[src/rtl/tsc_pkg.sv]
// Shared encodings for the tagged store controller.
// Assumes: kind codes are fixed by the request interface.
package tsc_pkg;
    typedef enum logic [1:0] {
        KIND_DATA      = 2'd0,
        KIND_DATA_COND = 2'd1,
        KIND_CAP       = 2'd2,
        KIND_CAP_COND  = 2'd3
    } store_kind_e;

    localparam int unsigned TAG_BYTE_W = 8;
endpackage

[src/rtl/tsc_decode.sv]
// Combinational decode of one store request: alignment, permission,
// byte enables, lane-placed write data and the tag byte.
// Assumes: data stores are at most 8 bytes wide and fit in one granule.
module tsc_decode #(
    parameter int unsigned ADDR_W     = 64,
    parameter int unsigned DATA_W     = 64,
    parameter int unsigned GRAN_BYTES = 32,
    localparam int unsigned OFS_W     = $clog2(GRAN_BYTES),
    localparam int unsigned CAP_W     = GRAN_BYTES * 8
) (
    input  logic [1:0]             kind,
    input  logic [1:0]             size,
    input  logic [ADDR_W-1:0]      addr,
    input  logic [DATA_W-1:0]      data,
    input  logic [CAP_W-1:0]       cap_data,
    input  logic                   cap_tag,
    input  logic                   ll_flag,
    output logic                   misaligned,
    output logic                   permit,
    output logic                   is_cond,
    output logic [ADDR_W-1:0]      gran_addr,
    output logic [GRAN_BYTES-1:0]  be,
    output logic [CAP_W-1:0]       wdata,
    output logic [tsc_pkg::TAG_BYTE_W-1:0] tag_byte
);
    logic                  is_cap;
    logic [OFS_W-1:0]      ofs;
    logic [OFS_W:0]        nbytes;
    logic [7:0]            dshift;
    logic [DATA_W-1:0]     dmask;
    logic [GRAN_BYTES-1:0] lowbe;

    assign is_cap    = kind[1];
    assign is_cond   = kind[0];
    assign ofs       = addr[OFS_W-1:0];
    assign gran_addr = {addr[ADDR_W-1:OFS_W], {OFS_W{1'b0}}};

    // Access size in bytes for this request.
    always_comb begin
        if (is_cap) nbytes = (OFS_W+1)'(GRAN_BYTES);
        else        nbytes = (OFS_W+1)'(1) << size;
    end

    // Alignment and permission: conditionals need the reservation.
    always_comb begin
        misaligned = (({1'b0, ofs}) & (nbytes - (OFS_W+1)'(1))) != '0;
        permit     = !misaligned && (!is_cond || ll_flag);
    end

    // Byte-enable and data placement within the granule.
    always_comb begin
        dshift = 8'd8 << size;
        dmask  = ~({DATA_W{1'b1}} << dshift);
        lowbe  = ~({GRAN_BYTES{1'b1}} << nbytes);
        if (is_cap) begin
            be       = '1;
            wdata    = cap_data;
            tag_byte = {{(tsc_pkg::TAG_BYTE_W-1){1'b0}}, cap_tag};
        end else begin
            be       = lowbe << ofs;
            wdata    = CAP_W'(data & dmask) << {ofs, 3'b000};
            tag_byte = '0;
        end
    end
endmodule

[src/rtl/tsc_llflag.sv]
// Load-link reservation flag. Set by ll_set, cleared by any store that
// writes; a same-cycle set takes priority.
// Assumes: store_wrote is asserted only for an accepted, performed write.
module tsc_llflag (
    input  logic clk,
    input  logic rst_n,
    input  logic ll_set,
    input  logic store_wrote,
    output logic ll_q
);
    // Reservation register update.
    always_ff @(posedge clk) begin
        if (!rst_n)           ll_q <= 1'b0;
        else if (ll_set)      ll_q <= 1'b1;
        else if (store_wrote) ll_q <= 1'b0;
    end

    assert_set_wins_R8: assert property (@(posedge clk) disable iff (!rst_n)
        ll_set |=> ll_q);
    assert_write_drops_R8: assert property (@(posedge clk) disable iff (!rst_n)
        (store_wrote && !ll_set) |=> !ll_q);
endmodule

[src/rtl/tsc_outreg.sv]
// Output register stage: launches data and tag writes together and the
// one-cycle response. Idle write fields are held at zero.
// Assumes: inputs come from tsc_decode in the same cycle.
module tsc_outreg #(
    parameter int unsigned ADDR_W     = 64,
    parameter int unsigned DATA_W     = 64,
    parameter int unsigned GRAN_BYTES = 32,
    localparam int unsigned OFS_W     = $clog2(GRAN_BYTES),
    localparam int unsigned CAP_W     = GRAN_BYTES * 8
) (
    input  logic                  clk,
    input  logic                  rst_n,
    input  logic                  valid,
    input  logic                  misaligned,
    input  logic                  permit,
    input  logic                  is_cond,
    input  logic [ADDR_W-1:0]     gran_addr,
    input  logic [GRAN_BYTES-1:0] be,
    input  logic [CAP_W-1:0]      wdata,
    input  logic [tsc_pkg::TAG_BYTE_W-1:0] tag_byte,
    output logic                  dmem_we,
    output logic [ADDR_W-1:0]     dmem_addr,
    output logic [GRAN_BYTES-1:0] dmem_be,
    output logic [CAP_W-1:0]      dmem_wdata,
    output logic                  tag_we,
    output logic [ADDR_W-1:0]     tag_addr,
    output logic [tsc_pkg::TAG_BYTE_W-1:0] tag_wdata,
    output logic                  rsp_valid,
    output logic                  rsp_err,
    output logic [DATA_W-1:0]     rsp_result
);
    logic wr;
    assign wr = valid && permit;

    // Data-memory write port register.
    always_ff @(posedge clk) begin
        if (!rst_n || !wr) begin
            dmem_we    <= 1'b0;
            dmem_addr  <= '0;
            dmem_be    <= '0;
            dmem_wdata <= '0;
        end else begin
            dmem_we    <= 1'b1;
            dmem_addr  <= gran_addr;
            dmem_be    <= be;
            dmem_wdata <= wdata;
        end
    end

    // Tag-memory write port register, launched with the data write.
    always_ff @(posedge clk) begin
        if (!rst_n || !wr) begin
            tag_we    <= 1'b0;
            tag_addr  <= '0;
            tag_wdata <= '0;
        end else begin
            tag_we    <= 1'b1;
            tag_addr  <= gran_addr;
            tag_wdata <= tag_byte;
        end
    end

    // Response register: error and zero-extended conditional success.
    always_ff @(posedge clk) begin
        if (!rst_n) begin
            rsp_valid  <= 1'b0;
            rsp_err    <= 1'b0;
            rsp_result <= '0;
        end else begin
            rsp_valid  <= valid;
            rsp_err    <= valid && misaligned;
            rsp_result <= DATA_W'(valid && is_cond && permit);
        end
    end

    assert_tag_with_data_R2: assert property (@(posedge clk) disable iff (!rst_n)
        dmem_we == tag_we);
    assert_tag_addr_gran_R2: assert property (@(posedge clk) disable iff (!rst_n)
        tag_we |-> (tag_addr == dmem_addr && tag_addr[OFS_W-1:0] == '0));
    assert_tag_upper_zero_R5: assert property (@(posedge clk) disable iff (!rst_n)
        tag_we |-> (tag_wdata[tsc_pkg::TAG_BYTE_W-1:1] == '0));
    assert_err_no_write_R7: assert property (@(posedge clk) disable iff (!rst_n)
        rsp_err |-> (!dmem_we && !tag_we && rsp_result == '0));
    assert_result_bit_R3: assert property (@(posedge clk) disable iff (!rst_n)
        rsp_result[DATA_W-1:1] == '0);
    assert_rsp_follows_req_R9: assert property (@(posedge clk) disable iff (!rst_n)
        !valid |=> (!rsp_valid && !dmem_we));
endmodule

[src/rtl/tagged_store_ctrl.sv]
// Tagged memory store controller top. Decodes one request per cycle,
// issues a data write plus a matching tag write, and keeps the
// load-link reservation flag for conditional stores.
// Assumes: downstream memories accept one write per cycle.
module tagged_store_ctrl #(
    parameter int unsigned ADDR_W     = 64,
    parameter int unsigned DATA_W     = 64,
    parameter int unsigned GRAN_BYTES = 32,
    localparam int unsigned CAP_W     = GRAN_BYTES * 8
) (
    input  logic                  clk,
    input  logic                  rst_n,
    input  logic                  req_valid,
    output logic                  req_ready,
    input  logic [1:0]            req_kind,
    input  logic [1:0]            req_size,
    input  logic [ADDR_W-1:0]     req_addr,
    input  logic [DATA_W-1:0]     req_data,
    input  logic [CAP_W-1:0]      req_cap_data,
    input  logic                  req_cap_tag,
    input  logic                  ll_set,
    output logic                  dmem_we,
    output logic [ADDR_W-1:0]     dmem_addr,
    output logic [GRAN_BYTES-1:0] dmem_be,
    output logic [CAP_W-1:0]      dmem_wdata,
    output logic                  tag_we,
    output logic [ADDR_W-1:0]     tag_addr,
    output logic [7:0]            tag_wdata,
    output logic                  rsp_valid,
    output logic                  rsp_err,
    output logic [DATA_W-1:0]     rsp_result,
    output logic                  ll_flag
);
    logic                  misaligned, permit, is_cond;
    logic [ADDR_W-1:0]     gran_addr;
    logic [GRAN_BYTES-1:0] be;
    logic [CAP_W-1:0]      wdata;
    logic [7:0]            tag_byte;

    assign req_ready = 1'b1;

    tsc_decode #(.ADDR_W(ADDR_W), .DATA_W(DATA_W), .GRAN_BYTES(GRAN_BYTES)) u_dec (
        .kind(req_kind), .size(req_size), .addr(req_addr), .data(req_data),
        .cap_data(req_cap_data), .cap_tag(req_cap_tag), .ll_flag(ll_flag),
        .misaligned(misaligned), .permit(permit), .is_cond(is_cond),
        .gran_addr(gran_addr), .be(be), .wdata(wdata), .tag_byte(tag_byte)
    );

    tsc_llflag u_ll (
        .clk(clk), .rst_n(rst_n), .ll_set(ll_set),
        .store_wrote(req_valid && permit), .ll_q(ll_flag)
    );

    tsc_outreg #(.ADDR_W(ADDR_W), .DATA_W(DATA_W), .GRAN_BYTES(GRAN_BYTES)) u_out (
        .clk(clk), .rst_n(rst_n), .valid(req_valid), .misaligned(misaligned),
        .permit(permit), .is_cond(is_cond), .gran_addr(gran_addr), .be(be),
        .wdata(wdata), .tag_byte(tag_byte),
        .dmem_we(dmem_we), .dmem_addr(dmem_addr), .dmem_be(dmem_be),
        .dmem_wdata(dmem_wdata), .tag_we(tag_we), .tag_addr(tag_addr),
        .tag_wdata(tag_wdata), .rsp_valid(rsp_valid), .rsp_err(rsp_err),
        .rsp_result(rsp_result)
    );

    assert_cond_fail_no_write_R3: assert property (@(posedge clk) disable iff (!rst_n)
        (req_valid && req_kind[0] && !ll_flag) |=> (!dmem_we && rsp_result == '0));
    assert_cap_full_be_R5: assert property (@(posedge clk) disable iff (!rst_n)
        (req_valid && req_kind[1] && req_addr[4:0] == '0 && !req_kind[0]) |=> (dmem_be == '1));
endmodule

[config.mk]
export PLATFORM = sky130hd
export DESIGN_NAME = tagged_store_ctrl
export DESIGN_NICKNAME = d
export VERILOG_FILES = /design/src/rtl/tsc_pkg.sv /design/src/rtl/tsc_decode.sv /design/src/rtl/tsc_llflag.sv /design/src/rtl/tsc_outreg.sv /design/src/rtl/tagged_store_ctrl.sv
export SDC_FILE = /design/constraint.sdc
export NUM_CORES = 1
export LEC_CHECK = 0
export ABC_AREA = 0
export BUFFER_PORTS_ARGS = -buffer_cell sky130_fd_sc_hd__buf_4
export CAP_MARGIN = 15
export CORE_AREA = 2 2 346 348
export CTS_BUF_LIST = sky130_fd_sc_hd__clkbuf_8
export DETAILED_ROUTE_END_ITERATION = 10
export DIE_AREA = 0 0 348 350
export GPL_TIMING_DRIVEN = 0
export MAX_ROUTING_LAYER = met4
export PLACE_DENSITY = 0.31
export SLEW_MARGIN = 20
export SYNTH_ARGS = -nofsm -noshare
export SYNTH_HDL_FRONTEND = slang
export SYNTH_SLANG_ARGS = --single-unit
[constraint.sdc]
create_clock -name clk -period 1.8 [get_ports clk]
set_input_delay 0 -clock clk [delete_from_list [all_inputs] [get_ports clk]]
set_output_delay 0 -clock clk [all_outputs]
set_load 0.1 [all_outputs]
# Word level (Yosys, flattened, before mapping)
# Cells that the tools add are included.
[word_totals] ff_bits=428 in_bits=393 output_inout_bits=494
[classes] add_sub_neg=1 n_shift=6 muxes=6 bitwise_logic=5 n_reduce_logical=14
[ops] operator="$mux 256" count=1
[ops] operator="$shl 256x8->256" count=1
[ops] operator="$and 64x64->64" count=1
[ops] operator="$not 64->64" count=1
[ops] operator="$shl 64x8->64 const A" count=1
[ops] operator="$mux 32" count=1
[ops] operator="$not 32->32" count=1
[ops] operator="$shl 32x5->32" count=1
[ops] operator="$shl 32x6->32 const A" count=1
[ops] operator="$shl 4x2->8 const A" count=1
[ops] operator="$and 5x6->6" count=1
[ops] operator="$mux 6" count=1
[ops] operator="$reduce_bool 6->1" count=1
[ops] operator="$shl 1x2->6 const A" count=1
[ops] operator="$sub 6x1->6 const B" count=1
[ops] operator="$logic_and 1x1->1" count=5
[ops] operator="$logic_not 1->1" count=4
[ops] operator="$mux 1" count=3
[ops] operator="$logic_or 1x1->1" count=2
[ops] operator="$reduce_bool 2->1" count=1
[ops] operator="$reduce_or 2->1" count=1
[ops] operator="$not 1->1" count=1

# Depth between registers and ports, before layout
# Gate-level depths: netlist (run 1).
[depth] depth_word=11 mapped_depth=9 depth_no_buf=6

# Hierarchy
# Synthesis (run 1) repeated with hierarchy kept, for this count alone.
[hier_totals] cells_unflattened=2203 area_unflattened_um2=19747.7
[by_module_without_submodules] module="tsc_outreg" n_inst=1 cells_per_inst=977 area_each_um2=12122.9 seq_area_each_um2=7287.0
[by_module_without_submodules] module="tsc_decode" n_inst=1 cells_per_inst=1220 area_each_um2=7566.0 seq_area_each_um2=0.0
[by_module_without_submodules] module="tsc_llflag" n_inst=1 cells_per_inst=3 area_each_um2=41.3 seq_area_each_um2=20.0
[by_module_without_submodules] module="tagged_store_ctrl" n_inst=1 cells_per_inst=3 area_each_um2=17.5 seq_area_each_um2=0.0

# Worst setup path after synthesis (run 1)
# Ideal clock, no wire load.
[synth_timing] kind="flip-flop to flip-flop" startpoint="register u_ll.ll_q" endpoint="register u_out.dmem_wdata[93]" setup_ns=0.059 arrival_ns=2.095 required_time_ns=1.741 setup_slack_ns=-0.354 stages_incl_launch_ff=8 n_path_buf=3 period_less_slack_ns=2.154 path_cell_list="dfxtp_1 -> nand2b_1 -> o211a_1 -> buf_2 -> and3_1 -> buf_2 -> buf_4 -> a22o_1"
[synth_between] elab_chain_len=5
[synth_lines] item="start, declared" line_no="tsc_llflag.sv:9" text="output logic ll_q"
[synth_lines] item="start signal, assigned" line_no="tsc_llflag.sv:13" text="if (!rst_n) ll_q <= 1'b0;"
[synth_lines] item="start signal, assigned" line_no="tsc_llflag.sv:14" text="else if (ll_set) ll_q <= 1'b1;"
[synth_lines] item="start signal, assigned" line_no="tsc_llflag.sv:15" text="else if (store_wrote) ll_q <= 1'b0;"
[synth_lines] item="$logic_or 1x1->1" line_no="tsc_decode.sv:47" text="permit = !misaligned && (!is_cond || ll_flag);"
[synth_lines] item="$logic_and 1x1->1" line_no="tsc_decode.sv:47"
[synth_lines] item="$logic_and 1x1->1" line_no="tsc_outreg.sv:33" text="assign wr = valid && permit;"
[synth_lines] item="$logic_not 1->1" line_no="tsc_outreg.sv:37" text="if (!rst_n || !wr) begin"
[synth_lines] item="$logic_or 1x1->1" line_no="tsc_outreg.sv:37"
[synth_lines] item="end signal, assigned" line_no="tsc_outreg.sv:46" text="dmem_wdata <= wdata;"
[synth_lines] item="end, declared" line_no="tsc_outreg.sv:24" text="output logic [CAP_W-1:0] dmem_wdata,"
# No other way between the ends.
# A chain may end at the register's enable or synchronous reset.

# Worst setup path in the final report (run 1)
[layout_timing] startpoint="input req_data[25]" endpoint="register u_out.dmem_wdata[137]"
[layout_between] elab_chain_len=3
[layout_lines] item="start, declared" line_no="tagged_store_ctrl.sv:18" text="input logic [DATA_W-1:0] req_data,"
[layout_lines] item="$and 64x64->64" line_no="tsc_decode.sv:61" text="wdata = CAP_W'(data & dmask) << {ofs, 3'b000};"
[layout_lines] item="$shl 256x8->256" line_no="tsc_decode.sv:61"
[layout_lines] item="$mux 256" line_no="tsc_decode.sv:55" text="if (is_cap) begin"
# No other way between the ends.

==> impl_metrics.yaml, run 1 <==
synth:
  synth_area_sq_um: 15300
  synth_top_family_by_area: "compound AO/OA/AOI/OAI gates"
  synthXorXnorAreaFrac: 0
  synth_compound_area_frac: 0.242
  ys_seq_area_frac: 0.462
  synth_cell_type_count: 69
  synth_edf_count: 0
  synth_flop_cell: "dfxtp_1"
  synth.avg_cell_area_sq_um: 9.41
  synth_fa_ha_area_frac: 0
  yosys.area_share.simple: 0.138
  synth_mux_area_frac: 0.0395
  ys_warn_count: 0
  synthCells: 1626
  yosys_register_bits: 353
  synthArstFlopShare: 0
critical_path:
  start_kind: "input pin"
  cp.required_ns: 2.35
  critPathMaxFanout: 6
  worstReg2RegStart: "u_ll.ll_q$_SDFFE_PN0P_"
  cp-end-kind: "flip-flop"
  path_class: "input pin to flip-flop"
  cp.arrival_ns: 2.48
  crit_start: "req_data[25]"
floorplan:
  core_sq_um: 118000
  start_util: 0.130
  rows: 126
  io_pins: 887
  die_area_sq_um: 122000
  die_x_um: 348
  die_y_um: 350
power:
  p_switching_w: 0.00789
  clkPwrFrac: 0.410
  p_leak_nw: 14.4
  seqPwrFrac: 0.340
  peakVddDrop_mv: 0.404
  internal_power_w: 0.0155
  switching_share: 0.337
  p_total_w: 0.0234
  power_density_nw_per_um2: 736
  p_comb_frac: 0.250
timing:
  worst_pin_slew_ns: 0.960
  finalHoldViolCount: 0
  rsz0062_at_grt: "true"
  fin_skew_ns: 0.0283
  relSlewSlack: 0.360
  max_clock_freq_mhz: 519
  finalCritPeriodShare: 1.07
  slew_viol_final: 0
  setup_ws_ns: -0.125
  period_needed_ns: 1.93
  setup_viol: 5
placed_design:
  port_buffers: 802
  place_congestion: 0.909
  place_inst: 4051
  place_hpwl_um: 106000
clock_network:
  clock_sinks: 353
  htree_levels: 3
  cts_buffers: 76
  clk_pin_slew_ns: 0.06
  clockBufferDepth: 3
  root_buffer: "clkbuf_8"
  tritoncts: "built"
  worstSkewPairLatency_ns: 0.72
grt:
  grt_pass1_wl_um: 172000
  grt_antenna_before_repair: 36
  grt-ovfl-total: 0
  grt_pass1_vias: 20500
  grt.total_usage: 0.210
  grt_max_degree: 13
detailed_routing:
  viasPerCell: 4.11
  remaining_drc_errors: 0
  wl_um: 130000
  drtIter0Drc: 1399
  dr.pass1.iters: 6
  dr_total_vias: 19700
  ant_nets: 0
  wl_per_cell_um: 27.0
min_path:
  hold_path.class: "input pin to flip-flop"
  hold_start: "req_addr[4]"
layout:
  final_net_count: 3569
  layout.cells.non_filler: 4800
  drive_gt1_frac: 0.394
  area_delta_synth_final_pct: 108
status:
  violations: "negative setup slack"
  status: "finished, violations left"
flow_run:
  cap_violations: 0
[worst paths after layout]
| path | to | slack [ns] | cells after the start |
|---|---|---|---|
| worst min-delay path | u_out.dmem_be[28]$_SDFF_PP0_ | 0.03 | 3 |
| worst max register to register | u_out.dmem_wdata[152]$_SDFF_PP0_ | 0.05 | 7 |
| worst min register to register | u_ll.ll_q$_SDFFE_PN0P_ | 1.11 | 3 |
| worst max-delay path | u_out.dmem_wdata[137]$_SDFF_PP0_ | -0.13 | 6 |
[per-stage QoR]
stage | area [sq um] | util | hold WS, ns | worst slack [ns] | setup TNS, ns
final | 31800 | 0.270 | 0.0262 | -0.125 | -0.181
after global routing | 31800 | 0.270 | 0.000426 | -0.0785 | -0.154
after CTS | 31500 | 0.267 | 0.000794 | -0.0235 | -0.0636
after detailed placement | 23600 | 0.201 | 0.196 | -1.22 | -184.00
after global placement | 23500 | 0.200 | 0.190 | -1.60 | -206.94
after floorplan | 15600 | - | 0.0970 | 0.117 | 0
[layout make-up]
type / instances / area (sq um)
plain buffers: 277 / 2060
well taps: 1536 / 1920
clock buffers: 93 / 1280
inverters: 7 / 31.3
flip-flops and latches: 353 / 7070
fillers: 12800 / 86000
repair buffers: 1393 / 12000
diodes: 34 / 85.1
multi-input cells: 1068 / 7050
clock inverters: 39 / 349
[critical path, cell delays in order]
cell	delay [ns]
dlygate4sd3_1	0.59
buf_4	0.16
mux2i_2	0.57
o22ai_1	0.20
a221oi_1	0.79
o21ai_0	0.15
[synth_stat cells, types with 4 or more instances]
cell type | n | area, sq um
dfxtp_1 | 353 | 7070
buf_4 | 156 | 1170
a22o_1 | 153 | 1340
nand2_1 | 126 | 473
nor2_1 | 113 | 424
o21ai_0 | 105 | 526
a21oi_1 | 78 | 390
and3_1 | 71 | 444
buf_2 | 54 | 270
a22oi_1 | 53 | 398
clkbuf_1 | 49 | 184
mux2i_1 | 39 | 390
o22ai_1 | 28 | 175
nand3b_1 | 26 | 195
a221oi_1 | 21 | 184
o21ai_1 | 16 | 80.1
nor3_1 | 14 | 70.1
buf_6 | 11 | 124
o211ai_1 | 11 | 82.6
and2_1 | 9 | 56.3
nand2b_1 | 9 | 56.3
nand4bb_1 | 9 | 101
o2bb2ai_1 | 8 | 70.1
nand3_1 | 7 | 35.0
a221o_1 | 6 | 60.1
inv_1 | 6 | 22.5
mux4_2 | 6 | 135
a211oi_1 | 5 | 37.5
a21oi_2 | 5 | 43.8
buf_1 | 5 | 18.8
o31ai_1 | 5 | 37.5
a32oi_1 | 4 | 35.0
nor2b_1 | 4 | 25.0
[power groups by stage]
stage / clock, W / sequential [W] / combinational (W)
finish: 0.00959 / 0.00795 / 0.00586
detailed placement: 0 / 0.00811 / 0.00463
CTS: 0.00996 / 0.00795 / 0.00579
global route: 0.0103 / 0.00795 / 0.00607
floorplan: 0 / 0.00874 / 0.00203
global placement: 0 / 0.00811 / 0.00461
[state kept, by name, indices dropped and copies added (netlist names)]
signal,flops
u_out.rsp_err,1
u_ll.ll_q,1
u_out.tag_we,1
u_out.dmem_be,32
u_out.rsp_result,1
u_out.tag_addr,59
u_out.rsp_valid,1
u_out.dmem_wdata,256
u_out.tag_wdata,1
[cells in the final DEF (no fill, tap or decap), drive strengths merged, types with 6 or more instances in the layout]
cell	netlist	routed
inv	7	32
nor2	118	118
o211ai	13	13
dfxtp	353	353
a22oi	53	53
buf	227	1053
dlygate4sd3	0	565
and2	10	10
nand3b	26	26
clkbuf	50	144
a22o	153	153
o22ai	28	28
nor3	16	16
a221oi	23	23
nand2	128	128
mux4	6	6
nand4bb	9	9
o21ai	121	121
mux2i	41	41
a221o	6	6
conb	2	81
a21oi	83	83
nand2b	9	9
diode	0	34
clkinv	0	8
nand3	7	7
o2bb2ai	8	8
and3	71	71
[what timing repair did]
| item | 4_1_cts | 5_1_grt |
|---|---|---|
| buffers inserted | 13 | 4 |
| hold buffers | 564 | 1 |
| pin swaps | 11 | 6 |
| endpoints found under the setup margin | 298 | 163 |
| gates cloned | 0 | 1 |
| gates resized for setup | 131 | 46 |
| endpoints found under the hold margin | 332 | 1 |
[cell families after synthesis]
family	count (synthesis)
compound gates	524
simple gates	413
flops	353
buf+inv	284
mux	50
other cells	2
[routing by layer]
metal | vias up | track usage | part of all wire
li1 | 8873 | - | -
met1 | 9798 | 0.258 | 0.43
met2 | 905 | 0.345 | 0.48
met3 | 157 | 0.0460 | 0.065
met4 | 0 | 0.0558 | 0.025
met5 | - | - | 0
Power figures use the tool's default switching activity.
==> run 2: changes to the inputs <==
CORE_AREA = 8 8 335 337   (was 2 2 346 348)
CTS_BUF_LIST = sky130_fd_sc_hd__clkbuf_16   (was sky130_fd_sc_hd__clkbuf_8)
DIE_AREA = 0 0 343 345   (was 0 0 348 350)
PLACE_DENSITY = 0.37   (was 0.31)
SYNTH_HIERARCHICAL = 1   (was not set)
==> run 2 against run 1 <==
Global-route usage increased by 11 points. Synthesized cell count increased by 35%. First-iteration DRC count rose by 67%. The run still ends with negative setup slack left. Flip-flop and latch count increased by 12. Sequential power grew 3.1%. Worst hold slack lost 0.010 ns. Core utilization increased by 5.7 points. Fmax down 1.2%. Combinational power is 32% higher. Power grew 5.4%. Register-to-register slack gained 0.14 ns. Final area increased by 9.6%.
==> impl_metrics.yaml, run 2 <==
timing:
  setup_ws_ns: -0.149
  period_needed_ns: 1.95
  finalHoldViolCount: 0
  rsz0062_at_grt: "true"
  max_clock_freq_mhz: 513
  setup_viol: 49
  fin_skew_ns: 0.0231
  fin_tns_setup_ns: -2.04
  slew_viol_final: 0
  worst_pin_slew_ns: 1.19
  finalCritPeriodShare: 1.08
  relSlewSlack: 0.208
  holdWs_ns: 0.0160
layout:
  top_register: "u_out/dmem_wdata"
  drive_gt1_frac: 0.435
  final-seq-area_sq_um: 7310
  largest_register_ffs: 256
  area_delta_synth_final_pct: 76.4
  multi_input_area_sq_um: 10900
  fin_util: 0.327
  final_common_cell: "buf_4"
  final_net_count: 3886
  final_cell_mix: "1030 x buf_4, 365 x dfxtp_1, 340 x and4_1"
  top_regs: "u_out/dmem_wdata x256, u_out/tag_addr x64, u_out/dmem_be x32"
  fillers: 11300
critical_path:
  critPathMaxFanout: 10
  worstReg2RegStart: "u_ll/ll_q$_SDFFE_PN0P_"
  cp-end-kind: "flip-flop"
  reg2reg_depth: 7
  rrSetupSlack_ns: 0.19
  cp.arrival_ns: 2.52
  path_class: "input pin to flip-flop"
  timing.rr.end: "u_out/dmem_wdata[70]$_SDFF_PP0_"
  cp-endpoint: "u_out/dmem_wdata[83]$_SDFF_PP0_"
  cp.required_ns: 2.37
  crit_start: "req_addr[3]"
  start_kind: "input pin"
detailed_routing:
  dr_total_vias: 25300
  met2_length_um: 92100
  wl_met3_um: 15000
  drtIter0Drc: 2338
  wl_per_cell_um: 39.2
  viasPerCell: 5.11
  ant_nets: 0
  wl_um: 194000
  wl_met1_um: 77500
  top_layer_used: "met4"
  remaining_drc_errors: 0
  dr.pass1.iters: 6
status:
  violations: "negative setup slack"
  status: "finished, violations left"
flow_run:
  cap_violations: 0
power:
  power_density_nw_per_um2: 707
  p_leak_nw: 15.5
  peakVddDrop_mv: 0.597
clock_network:
  worstSkewPairLatency_ns: 0.64
  htree_levels: 2
  clock_sinks: 365
  tritoncts: "built"
  clk_pin_slew_ns: 0.06
  clockBufferDepth: 3
  root_buffer: "clkbuf_16"
  cts_buffers: 46
floorplan:
  die_area_sq_um: 118000
  die_x_um: 343
  core_sq_um: 107000
  die_y_um: 345
  rows: 120
  start_util: 0.185
  io_pins: 887
synth:
  ys_warn_count: 6
  yosys.area.top_type: "dfxtp_1"
  synth_common_cells: "365 x dfxtp_1, 361 x and4_1, 218 x buf_4"
  synth_most_common_cell: "dfxtp_1"
  yosys_register_bits: 365
  synth_area_leaders: "dfxtp_1 37%, and4_1 16%, buf_4 8.3%"
  synth.avg_cell_area_sq_um: 8.96
  synth_edf_count: 0
  synthArstFlopShare: 0
  ys_seq_area_frac: 0.370
  synth_area_sq_um: 19700
  synth_flop_cell: "dfxtp_1"
  synth_cell_type_count: 66
  synth_top_area_frac: 0.370
  synthCells: 2203
grt:
  grt_antenna_before_repair: 22
  grt_pass1_vias: 26500
  grt-ovfl-total: 0
  grt_max_degree: 13
  grt.total_usage: 0.318
  grt_pass1_wl_um: 250000
placed_design:
  place_hpwl_um: 158000
  port_buffers: 754
  place_congestion: 1.00
min_path:
  hold_path.class: "input pin to flip-flop"
[run 2: per-stage QoR]
step	instances	power, W	worst slack [ns]	area, sq um
after floorplan	2276	0.0116	-0.287	20400
after detailed placement	4471	0.0147	-1.89	28300
after global routing	4940	0.0253	-0.0373	34800
after CTS	4907	0.0246	-0.0397	34300
after global placement	4433	0.0146	-2.76	27900
final	4948	0.0246	-0.149	34800
[run 2: critical path, cell delays in order]
cell and delay [ns]:
buf_4 0.14, buf_2 0.28, nor2b_2 0.45, nand2_1 0.46, clkbuf_1 0.53, o221ai_1 0.40, and4_1 0.24
[run 2: routing by layer]
layer | GRT usage | vias up
met5 | - | -
met4 | 0.119 | 0
met3 | 0.0696 | 353
met2 | 0.530 | 1617
met1 | 0.373 | 12500
li1 | - | 10800
[run 2: repair_timing]
action | 4_1_cts | 5_1_grt
gates resized for setup | 284 | 78
endpoints found under the setup margin | 352 | 273
hold buffers | 306 | 3
pin swaps | 15 | 7
gates cloned | 10 | 9
hold endpoints to repair | 299 | 3
setup buffers | 43 | 14
[run 2: where the power goes]
group | leakage, nW | total, W | switching, W | internal, W
Clock | 0.727 | 0.00872 | 0.00387 | 0.00485
Combinational | 11.8 | 0.00773 | 0.00512 | 0.00261
Sequential | 2.94 | 0.00820 | 0.0000424 | 0.00816
[run 2: final cells by class]
class,count,share of cell area
Antenna cell,21,0.00151
Multi-Input combinational cell,1458,0.312
Clock buffer,47,0.0338
Timing Repair Buffer,1174,0.288
Buffer,439,0.0983
Sequential cell,365,0.210
Clock inverter,33,0.00546
Tap cell,1403,0.0504
Inverter,8,0.000898
[run 2: worst min-delay path by stage]
stage	depth (start not counted)	startpoint	slack [ns]	end
after detailed placement	2	ll_set	0.22	u_ll/ll_q$_SDFFE_PN0P_
after floorplan	1	rst_n	0.12	u_ll/ll_q$_SDFFE_PN0P_
final	4	req_addr[3]	0.02	u_out/dmem_be[6]$_SDFF_PP0_
after global routing	4	req_addr[3]	0.01	u_out/dmem_be[5]$_SDFF_PP0_
after CTS	4	req_cap_data[111]	0.003	u_out/dmem_wdata[111]$_SDFF_PP0_
after global placement	2	ll_set	0.21	u_ll/ll_q$_SDFFE_PN0P_
[run 2: logic make-up after synthesis]
family	count (synthesis)	synth area share
compound gates	559	0.204
fa+ha+maj	3	0.00165
buf+inv	454	0.142
flops	365	0.370
mux	53	0.0307
other cells	3	0.000570
simple gates	766	0.252
